[src/rtl/scan_irq_pkg.sv]
package scan_irq_pkg;

  typedef enum logic [1:0] {
    SEL_LATCH   = 2'd0,
    SEL_RELOAD  = 2'd1,
    SEL_DISABLE = 2'd2,
    SEL_ENABLE  = 2'd3
  } regSel_e;

  typedef struct packed {
    logic latchWr;
    logic cntLoad;
    logic cntDec;
  } dpStrobe_t;

endpackage

[src/rtl/scan_irq_datapath.sv]
module scan_irq_datapath
  import scan_irq_pkg::*;
#(
  parameter int CNT_W = 8
) (
  input  logic             clk,
  input  logic             rstN,
  input  dpStrobe_t        strobe,
  input  logic [CNT_W-1:0] wrData,
  output logic [CNT_W-1:0] countQ,
  output logic             countZero,
  output logic             hitZero
);

  localparam logic [CNT_W-1:0] EVEN_MASK = ~CNT_W'(1);
  localparam logic [CNT_W-1:0] ONE       = CNT_W'(1);

  logic [CNT_W-1:0] latchQ;
  logic [CNT_W-1:0] latchNext;
  logic [CNT_W-1:0] countNext;

  // Holding value: the write lands first, so a same-cycle load sees it.
  always_comb begin
    latchNext = latchQ;
    if (strobe.latchWr) latchNext = wrData & EVEN_MASK;
  end

  always_comb begin
    countNext = countQ;
    if (strobe.cntLoad)     countNext = latchNext;
    else if (strobe.cntDec) countNext = countQ - ONE;
  end

  assign countZero = (countQ == '0);
  assign hitZero   = (strobe.cntLoad | strobe.cntDec) & ~countZero & (countNext == '0);

  always_ff @(posedge clk) begin
    if (!rstN) begin
      latchQ <= '0;
      countQ <= '0;
    end else begin
      latchQ <= latchNext;
      countQ <= countNext;
    end
  end

endmodule

[src/rtl/scan_irq_ctrl.sv]
module scan_irq_ctrl
  import scan_irq_pkg::*;
(
  input  logic      clk,
  input  logic      rstN,
  input  logic      wrEn,
  input  logic [1:0] wrSel,
  input  logic      lineTick,
  input  logic      countZero,
  input  logic      hitZero,
  output dpStrobe_t strobe,
  output logic      enableQ,
  output logic      reloadPend,
  output logic      irqQ
);

  logic wrLatch, wrReload, wrDisable, wrEnable;
  logic reloadEff, enableEff;

  assign wrLatch   = wrEn && (wrSel == SEL_LATCH);
  assign wrReload  = wrEn && (wrSel == SEL_RELOAD);
  assign wrDisable = wrEn && (wrSel == SEL_DISABLE);
  assign wrEnable  = wrEn && (wrSel == SEL_ENABLE);

  // Write-before-tick: effective values include this cycle's write.
  assign reloadEff = reloadPend | wrReload;

  always_comb begin
    enableEff = enableQ;
    if (wrEnable)       enableEff = 1'b1;
    else if (wrDisable) enableEff = 1'b0;
  end

  always_comb begin
    strobe.latchWr = wrLatch;
    strobe.cntLoad = lineTick & (countZero | reloadEff);
    strobe.cntDec  = lineTick & ~countZero & ~reloadEff;
  end

  always_ff @(posedge clk) begin
    if (!rstN) begin
      enableQ    <= 1'b0;
      reloadPend <= 1'b0;
      irqQ       <= 1'b0;
    end else begin
      enableQ    <= enableEff;
      reloadPend <= lineTick ? 1'b0 : reloadEff;
      irqQ       <= (irqQ & ~wrDisable) | (hitZero & enableEff);
    end
  end

endmodule

[src/rtl/scanIrqCounter.sv]
module scanIrqCounter
  import scan_irq_pkg::*;
#(
  parameter int CNT_W = 8
) (
  input  logic             clk,
  input  logic             rstN,
  input  logic             wrEn,
  input  logic [1:0]       wrSel,
  input  logic [CNT_W-1:0] wrData,
  input  logic             lineTick,
  output logic             irqOut
);

  dpStrobe_t        strobe;
  logic [CNT_W-1:0] countQ;
  logic             countZero;
  logic             hitZero;
  logic             enableQ;
  logic             reloadPend;

  scan_irq_ctrl u_ctrl (
    .clk        (clk),
    .rstN       (rstN),
    .wrEn       (wrEn),
    .wrSel      (wrSel),
    .lineTick   (lineTick),
    .countZero  (countZero),
    .hitZero    (hitZero),
    .strobe     (strobe),
    .enableQ    (enableQ),
    .reloadPend (reloadPend),
    .irqQ       (irqOut)
  );

  scan_irq_datapath #(.CNT_W(CNT_W)) u_dp (
    .clk       (clk),
    .rstN      (rstN),
    .strobe    (strobe),
    .wrData    (wrData),
    .countQ    (countQ),
    .countZero (countZero),
    .hitZero   (hitZero)
  );

endmodule

[config.mk]
export PLATFORM = sky130hd
export DESIGN_NAME = scanIrqCounter
export DESIGN_NICKNAME = d
export VERILOG_FILES = /design/src/rtl/scan_irq_pkg.sv /design/src/rtl/scan_irq_datapath.sv /design/src/rtl/scan_irq_ctrl.sv /design/src/rtl/scanIrqCounter.sv
export SDC_FILE = /design/constraint.sdc
export NUM_CORES = 1
export LEC_CHECK = 0
export ABC_AREA = 1
export BUFFER_PORTS_ARGS = -buffer_cell sky130_fd_sc_hd__buf_2
export CAP_MARGIN = 20
export CORE_MARGIN = 4
export CORE_UTILIZATION = 55
export DETAILED_ROUTE_END_ITERATION = 16
export PLACE_DENSITY = 0.8
export SLEW_MARGIN = 40
export SYNTH_ARGS = -nofsm -noshare
export SYNTH_HDL_FRONTEND = slang
export SYNTH_HIERARCHICAL = 1
export SYNTH_SLANG_ARGS = --single-unit
[constraint.sdc]
create_clock -name clk -period 2.6 [get_ports clk]
set_input_delay 0 -clock clk [delete_from_list [all_inputs] [get_ports clk]]
set_output_delay 0 -clock clk [all_outputs]
set_load 0.01 [all_outputs]
==> flow_metrics.tcl, run 1 <==
set metrics [dict create \
    finalCriticalPeriod_ns 2.24 \
    antenna_found_initial 0 \
    slew_headroom_pct 58.6 \
    placed_cell_area_um2 1140 \
    port-buffer-count 13 \
    yosysWarnings 6 \
    synth.avg_cell_area_um2 6.43 \
    cp_max_fo 5 \
    worstPathArrival_ns 2.48 \
    tritoncts "yes" \
    p_leak_nw 0.618 \
    report.final.slew_viol_count 0 \
    syn_area_um2 1070 \
    ys_ff_latch 19 \
    wl_met3_um 72 \
    tightest_slew_ns 0.618 \
    cts_setup_buffers 0 \
    met2_wirelength_um 1130 \
    grt_pass1_wl_um 3960 \
    synth_top_family_by_area "simple AND/OR/NAND/NOR gates" \
    yosys.area_share.simple_pct 40.6 \
    viasPerCell 4.89 \
    regToRegSetupSlack_ns 0.36 \
    die_x_um 52.2 \
    final_antenna_net_count 0 \
    overflow 0 \
    seq_area_frac_synth_pct 35.4 \
    wl_met1_um 1030 \
    final_cells 213 \
    syn-num-nets 183 \
    min-delay-path-class "input pin to register" \
    dp_hpwl_um 1650 \
    dp.cells 201 \
    min_period_over_period_pct 86.3 \
    fill_cells 157 \
    drtPass1Iterations 4 \
    seqCellArea_um2 380 \
    holdPathStages 5 \
    cts_root_buffer "clkbuf_4" \
    cp_data_required_time_ns 2.84 \
    synthMuxAreaShare_pct 0.932 \
    drive_gt1_share_pct 14.9 \
    wire_per_inst_um 10.7 \
    first_global_vias 972 \
    drt-initial-drc-count 30 \
    fin_worst_skew_ns 0.00247 \
    layout.nets 205 \
    fmax_mhz 446 \
    core_um2 1780 \
    reg2reg_depth 19 \
    gp_congestion 0.818 \
    rr_startpoint "u_dp/countQ[0]" \
    grt_max_degree 17 \
    synthXorXnorAreaFrac_pct 0 \
    cts_sinks 19 \
    rsz0062_at_grt "no" \
    dieArea_um2 2720 \
    cts_buffers 3 \
    ys_types 26 \
    cts_max_path_buffers 2 \
    hp-start "wrData[1]" \
    top_layer "met4" \
    flow.area_growth_from_synthesis_pct 16.0 \
    via_count 1041 \
    setup_viol 0 \
    drt_wl_total_um 2270 \
    drv_cap 0 \
    multi_input_area_um2 566 \
    die_h_um 52.2 \
    hold_viol 0 \
    ios 15 \
    synthCells 167 \
    drc_errors 0 \
    endpoint_kind "register" \
    grt.total_usage_pct 19.5 \
    ir_drop_v 0.000577 \
    fin_tns_setup_ns 0 \
    holdPathEnd "u_dp/latchQ[1]" \
    outcome "complete, no violations" \
    clk_latency_ns 0.30 \
    htreeDepth 1 \
    final_util_pct 69.8 \
    pwr_density_cell_nw_per_um2 1030 \
    synth_compound_area_share_pct 8.62 \
    start_util_pct 60.2 \
    final_area_um2 1240 \
    critPathKind "register to register" \
    r2r-end "u_ctrl/irqQ" \
    clkSlewWorstSetupHoldPaths_ns 0.10 \
    rows 15 \
    antenna_cells 0 \
    start_kind "register" \
    synthAdderAreaFrac_pct 2.33 \
]
-- stage by stage --
stage	hold slack (ns)	power (mW)	setup WS, ns
2_1_floorplan	0.123	0.999	0.589
3_3_place_gp	0.254	1.10	0.352
3_5_place_dp	0.257	1.12	0.301
4_1_cts	0.00310	1.29	0.257
5_1_grt	0.0406	1.43	0.0564
6_report	0.0150	1.29	0.357
-- what timing repair did --
action / 4_1_cts / 5_1_grt
hold endpoints to repair: 6 / 0
hold buffers: 8 / 0
resized for setup: 0 / 1
endpoints found under the setup margin: 0 / 1
-- state kept, by name (all words and copies together), names as in the netlist --
| register | flops |
|---|---|
| u_dp/countQ | 8 |
| u_dp/latchQ | 8 |
| u_ctrl/enableQ | 1 |
| u_ctrl/irqQ | 1 |
| u_ctrl/reloadPend | 1 |
-- cell type report --
cell class                 count  share of cell area, %
sequential                    19                   30.6
tap                           25                   2.51
clock buffer                   4                   2.11
multi-input combinational    119                   45.4
timing repair buffer          21                   11.7
inverter                      25                   7.74
-- critical path, stage by stage (launching register included) --
cell,delay [ns]
dfxtp_1,0.40
inv_1,0.10
ha_1,0.21
nand2_1,0.10
nor2_1,0.05
inv_1,0.04
nand3_1,0.11
nor2_2,0.22
inv_2,0.11
nor2_4,0.13
nand2_1,0.06
nand2_1,0.06
nand3_1,0.08
nand2_1,0.09
nand2_1,0.05
nor2_1,0.08
nand2_1,0.07
nor2_2,0.07
nand2_1,0.05
a21oi_1,0.10
-- cell usage in the layout (no fill, tap or decap), types with 8 or more instances in the layout --
| master | synthesis | layout |
|---|---|---|
| nand2_1 | 48 | 48 |
| nor2_1 | 24 | 23 |
| inv_1 | 21 | 21 |
| dfxtp_1 | 19 | 19 |
| nand3_1 | 15 | 15 |
| buf_2 | 0 | 13 |
| a21oi_1 | 9 | 9 |
| dlygate4sd3_1 | 0 | 8 |
-- worst max-delay path by stage --
stage | start | end | slack (ns)
2_1_floorplan | u_dp/countQ[0] | u_ctrl/irqQ | 0.59
3_3_place_gp | u_dp/countQ[0] | u_ctrl/irqQ | 0.35
3_5_place_dp | u_dp/countQ[0] | u_ctrl/irqQ | 0.30
4_1_cts | u_dp/countQ[0] | u_ctrl/irqQ | 0.26
5_1_grt | u_dp/countQ[0] | u_ctrl/irqQ | 0.06
6_report | u_dp/countQ[0] | u_ctrl/irqQ | 0.36
-- logic make-up after synthesis --
group / after synthesis
mux: 1
flops: 19
simple gates: 100
compound gates: 16
buf+inv: 29
fa+ha+maj: 2
-- synthesized netlist by cell type --
cell      count  area share (%)
mux2i_1       1            0.93
o21ai_0       1            0.47
inv_2         3             1.0
inv_1        21             7.3
o211ai_1      1            0.70
or2_1         3             1.7
o21ai_2       2             1.6
nor2_4        1             1.0
dfxtp_1      19              35
or2_0         2             1.2
nand2_2       1            0.58
o21bai_1      1            0.70
buf_6         2             2.1
nand2_1      48              17
nand3_1      15             7.0
nor2_2        1            0.58
nand3_2       1            0.93
buf_4         1            0.70
ha_1          2             2.3
inv_4         1            0.58
a21oi_1       9             4.2
nand4_1       3             1.7
nor2_1       24             8.4
o21ai_1       2            0.93
or2_2         1            0.58
clkbuf_1      1            0.35
-- routing by layer --
layer  vias up  global-route usage, %
met2        16                   33.5
li1        561                      -
met1       458                   23.6
met4         0                   10.2
met5         -                      0
met3         6                   2.28
-- report_power, final --
| group | internal [mW] | total [mW] | switching [mW] |
|---|---|---|---|
| registers | 0.354 | 0.398 | 0.0444 |
| clock network | 0.0599 | 0.149 | 0.0887 |
| logic | 0.256 | 0.740 | 0.485 |
| total | 0.670 | 1.29 | 0.618 |
Power figures use the tool's default switching activity.
==> run 2: changes to the inputs <==
- CORE_UTILIZATION: 55 -> 50
- PLACE_DENSITY: 0.8 -> 0.74
==> flow_metrics.tcl, run 2 (same netlist as run 1, synthesis figures left out) <==
set metrics [dict create \
    outcome "complete, no violations" \
    drt-initial-drc-count 29 \
    worstPathArrival_ns 2.52 \
    grt_max_degree 17 \
    die_h_um 54.3 \
    finalCriticalPeriod_ns 2.30 \
    antenna_found_initial 0 \
    tritoncts "yes" \
    cts_max_path_buffers 2 \
    clk_latency_ns 0.29 \
    cts_buffers 3 \
    drive_gt1_share_pct 14.9 \
    fill_cells 187 \
    rows 16 \
    grt_pass1_wl_um 4060 \
    htreeDepth 1 \
    min_period_over_period_pct 88.3 \
    die_x_um 54.3 \
    gp_congestion 0.785 \
    cp_data_required_time_ns 2.83 \
    min-delay-path-class "input pin to register" \
    first_global_vias 986 \
    final_cell_mix "nand2_1, nor2_1, inv_1, dfxtp_1, nand3_1" \
    via_count 1058 \
    ios 15 \
    drc_errors 0 \
    drt_wl_total_um 2230 \
    drtPass1Iterations 4 \
    biggestRegsByFlops "u_dp/countQ x8, u_dp/latchQ x8" \
    core_um2 2000 \
    tightest_slew_ns 0.622 \
    cts_setup_buffers 0 \
    final_antenna_net_count 0 \
    endpoint_kind "register" \
    dp_hpwl_um 1680 \
    antenna_cells 0 \
    grt.total_usage_pct 18.5 \
    start_util_pct 53.6 \
    rsz0062_at_grt "no" \
    multi_input_area_um2 566 \
    dieArea_um2 2950 \
    fin_total_pwr_mw 1.29 \
    critPathKind "register to register" \
    cts_root_buffer "clkbuf_4" \
    layout.nets 205 \
    fmax_mhz 435 \
    flow.area_growth_from_synthesis_pct 16.2 \
    start_kind "register" \
    overflow 0 \
    fin_worst_skew_ns 0.00436 \
    setup_viol 0 \
    viasPerCell 4.92 \
    wire_per_inst_um 10.4 \
    hold_viol 0 \
    ir_drop_v 0.000754 \
    clkSlewWorstSetupHoldPaths_ns 0.10 \
    cp_max_fo 5 \
    final_util_pct 62.3 \
    pwr_density_cell_nw_per_um2 1040 \
    report.final.slew_viol_count 0 \
    cts_sinks 19 \
    port-buffer-count 13 \
    seqCellArea_um2 380 \
    fin_tns_setup_ns 0 \
    final_common_cell "nand2_1" \
    slew_headroom_pct 58.4 \
    drv_cap 0 \
    p_leak_nw 0.618 \
]
## run 2: cell counts in the layout (fill, tap and decap cells not counted)
Identical to the previous run, type by type.
## run 2: layer usage
metal  wire (µm)  vias up  GRT usage [%]
met5           0        -              0
met4          19        0           6.22
met3          83        4           1.91
met2        1130       17           32.9
met1         993      474           22.9
li1            -      563              -
## run 2: where the power goes
part	switching, mW	internal [mW]
registers	0.0523	0.354
logic	0.486	0.257
clock network	0.0832	0.0596
total	0.622	0.670
## run 2: worst max-delay path, cell delays in order, from the launching register on
cell	delay [ns]
dfxtp_1	0.40
inv_1	0.10
ha_1	0.21
nand2_1	0.08
nor2_1	0.05
inv_1	0.05
nand3_1	0.11
nor2_2	0.24
inv_2	0.10
nor2_4	0.12
nand3_1	0.10
nand2_1	0.08
nand2_1	0.05
nand2_1	0.08
nand2_1	0.05
nor2_1	0.09
nand2_1	0.07
nor2_2	0.07
nand2_1	0.05
a21oi_1	0.11
## run 2: what timing repair did
action / 4_1_cts / 5_1_grt
resized for setup: 0 / 1
hold buffers: 8 / 0
endpoints found under the hold margin: 6 / 0
endpoints found under the setup margin: 0 / 1
## run 2: through the flow
step | hold WS [ns] | cells | instance area [µm²] | worst slack, ns
final | 0.0246 | 215 | 1250 | 0.303
after detailed placement | 0.257 | 203 | 1140 | 0.209
after CTS | 0.0233 | 215 | 1240 | 0.189
after global routing | 0.0520 | 215 | 1250 | 0.0101
after floorplan | 0.123 | 167 | 1070 | 0.589
after global placement | 0.253 | 203 | 1140 | 0.263
## run 2: cell type report
cell class / instances / area share, %
clock buffer: 4 / 2.11
inverter: 25 / 7.72
multi-input combinational: 119 / 45.3
sequential: 19 / 30.5
tap: 27 / 2.71
timing repair buffer: 21 / 11.6
## run 2: path summary, 6_finish.rpt
path                       start                end  slack [ns]  cells past startpoint
setup / recovery  u_dp/countQ[0]        u_ctrl/irqQ        0.30                     19
hold / removal          wrSel[0]  u_ctrl/reloadPend        0.02                      3
setup reg to reg  u_dp/countQ[0]        u_ctrl/irqQ        0.30                     19
hold reg to reg   u_dp/latchQ[0]     u_dp/latchQ[0]        0.46                      2
==> run 3: changes to the inputs <==
- SYNTH_HIERARCHICAL: 1 -> unset
==> flow_metrics.tcl, run 3 <==
set metrics [dict create \
    critPathKind "register to register" \
    final_cells 213 \
    synthCells 162 \
    synth_common_cells "nand2_1, nor2_1, dfxtp_1, nand3_1, inv_1" \
    synth_compound_area_share_pct 4.70 \
    dp.cells 201 \
    ios 15 \
    start_util_pct 54.8 \
    drv_cap 0 \
    synth_edf_count 0 \
    fin_tns_setup_ns 0 \
    htreeDepth 1 \
    synthAdderAreaFrac_pct 2.24 \
    worstPathArrival_ns 2.03 \
    fin_worst_skew_ns 0.000607 \
    setup_viol 0 \
    dieArea_um2 3060 \
    rows 16 \
    tritoncts "yes" \
    grt_pass1_wl_um 4200 \
    r2r-end "u_ctrl.irqQ" \
    yosysMostFrequentCell "nand2_1" \
    drtPass1Iterations 4 \
    cts_root_buffer "clkbuf_4" \
    port-buffer-count 13 \
    rsz0062_at_grt "no" \
    drt_wl_total_um 2260 \
    critPathSlowestCell "dfxtp_1" \
    syn_area_um2 1120 \
    synth_area_leaders "dfxtp_1, nand2_1, nand3_1, nor2_1, mux2i_1" \
    holdPathEnd "u_dp.latchQ[1]" \
    yosysWarnings 0 \
    drt-initial-drc-count 20 \
    min-delay-path-class "input pin to register" \
    final_cell_mix "nand2_1, nor2_1, nand3_1, dfxtp_1, buf_2" \
    cp_data_required_time_ns 2.83 \
    final_antenna_net_count 0 \
    cp_slowest_stage_delay_ns 0.32 \
    ys_ff_latch 19 \
    cp_max_fo 10 \
    rr_startpoint "u_dp.countQ[0]" \
    ys_types 26 \
    tightest_slew_ns 0.457 \
    flow.area_growth_from_synthesis_pct 18.0 \
    async_flop_share_pct 0 \
    cts_max_path_buffers 2 \
    cts_sinks 19 \
    wire_per_inst_um 10.6 \
    synthMuxAreaShare_pct 4.47 \
    seq_area_frac_synth_pct 34.0 \
    clk_latency_ns 0.29 \
    first_global_vias 1023 \
    crit_chain "inv_1 > ha_1 > inv_1 > nor2_2 > nand2_4 > nand2_4 > nand2_4 > clkinv_4 > nand2_1 > nand2_2 > nand3_1 > nor2_1 > nand2_1 > a21oi_2" \
    synthXorXnorAreaFrac_pct 2.35 \
    synth.avg_cell_area_um2 6.90 \
    gp_congestion 0.764 \
    grt.total_usage_pct 16.2 \
    slew_headroom_pct 69.4 \
    biggestRegsByFlops "u_dp.countQ x8, u_dp.latchQ x8" \
    syn-num-nets 178 \
    endpoint_kind "register" \
    die_x_um 55.3 \
    antenna_found_initial 0 \
    dp_hpwl_um 1730 \
    synthFlopType "dfxtp_1" \
    viasPerCell 4.85 \
    clkSlewWorstSetupHoldPaths_ns 0.10 \
    cts_buffers 3 \
    holdPathStages 4 \
    ctsResizeCount 0 \
    min_period_over_period_pct 69.3 \
    synth_top_area_share_pct 34.0 \
    fmax_mhz 555 \
    pwr_density_cell_nw_per_um2 1070 \
    ir_drop_v 0.000579 \
    synth_top_family_by_area "simple AND/OR/NAND/NOR gates" \
    drc_errors 0 \
    die_h_um 55.3 \
    grt_max_degree 18 \
    hold_viol 0 \
    via_count 1033 \
    hp-start "wrData[1]" \
    outcome "complete, no violations" \
    finalCriticalPeriod_ns 1.80 \
    regToRegSetupSlack_ns 0.80 \
    report.final.slew_viol_count 0 \
    synth_top_cell_by_area "dfxtp_1" \
    yosys.area_share.simple_pct 43.1 \
    p_leak_nw 0.688 \
    reg2reg_depth 14 \
    drive_gt1_share_pct 21.5 \
    antenna_cells 0 \
    layout.nets 203 \
    path_common_cell "nand2_4" \
    overflow 0 \
    final_common_cell "nand2_1" \
    core_um2 2040 \
    start_kind "register" \
]
## run 3: kinds of logic (layout without fill, tap and decap cells)
logic type      count (synthesis)  count (layout)
buf+inv                        24              48
simple gates                  100             100
xor+xnor                        3               3
compound gates                  9               9
fa+ha+maj                       2               2
flops                          19              19
mux                             5               5
## run 3: area by class of cell
type,count,area [µm²]
flip-flops and latches,19,380
inverters,23,98.8
repair buffers,21,145
multi-input cells,119,636
well taps,27,33.8
fillers,189,722
clock buffers,4,26.3
## run 3: stage by stage
step	worst slack, ns	utilization, %	hold slack [ns]	power, mW	instance area (µm²)
global route	0.628	64.6	0.116	1.58	1320
CTS	0.766	64.2	0.00545	1.42	1310
detailed placement	0.794	59.4	0.223	1.26	1210
finish	0.798	64.6	0.0700	1.42	1320
floorplan	1.05	-	0.0793	1.10	1120
global placement	0.859	59.4	0.220	1.23	1210
## run 3: report_power, final
group          leakage [nW]  switching, mW  internal, mW  total [mW]
logic                 0.518          0.537         0.319       0.855
clock network        0.0150         0.0884        0.0598       0.148
registers             0.155         0.0619         0.350       0.412
## run 3: worst max-delay path, delay by kind of cell (launching register included)
kind | cells | cell delay (ns)
flip-flops | 1 | 0.32
AND/OR/NAND/NOR | 9 | 0.80
buffers and inverters | 3 | 0.28
adder cells (fa/ha/maj) | 1 | 0.21
AO/OA/AOI/OAI | 1 | 0.10
## run 3: timing repair
item / 4_1_cts / 5_1_grt
setup buffers: 0 / 0
endpoints found under the hold margin: 8 / 1
hold buffers: 7 / 1
## run 3: layer usage
layer	track usage (%)	vias up	share of wire (%)
met3	2.10	2	2.9
li1	-	556	-
met5	0	-	0
met1	20.1	463	48
met2	29.1	12	49
met4	4.17	0	0.93
## run 3: worst max path at each step
stage,startpoint,to,slack (ns),cells after the start
after CTS,u_dp.countQ[0],u_ctrl.irqQ,0.77,14
final,u_dp.countQ[0],u_ctrl.irqQ,0.80,14
after global routing,u_dp.countQ[0],u_ctrl.irqQ,0.63,14
after detailed placement,u_dp.countQ[0],u_ctrl.irqQ,0.79,14
after floorplan,u_dp.countQ[0],u_ctrl.irqQ,1.05,12
after global placement,u_dp.countQ[0],u_ctrl.irqQ,0.86,14
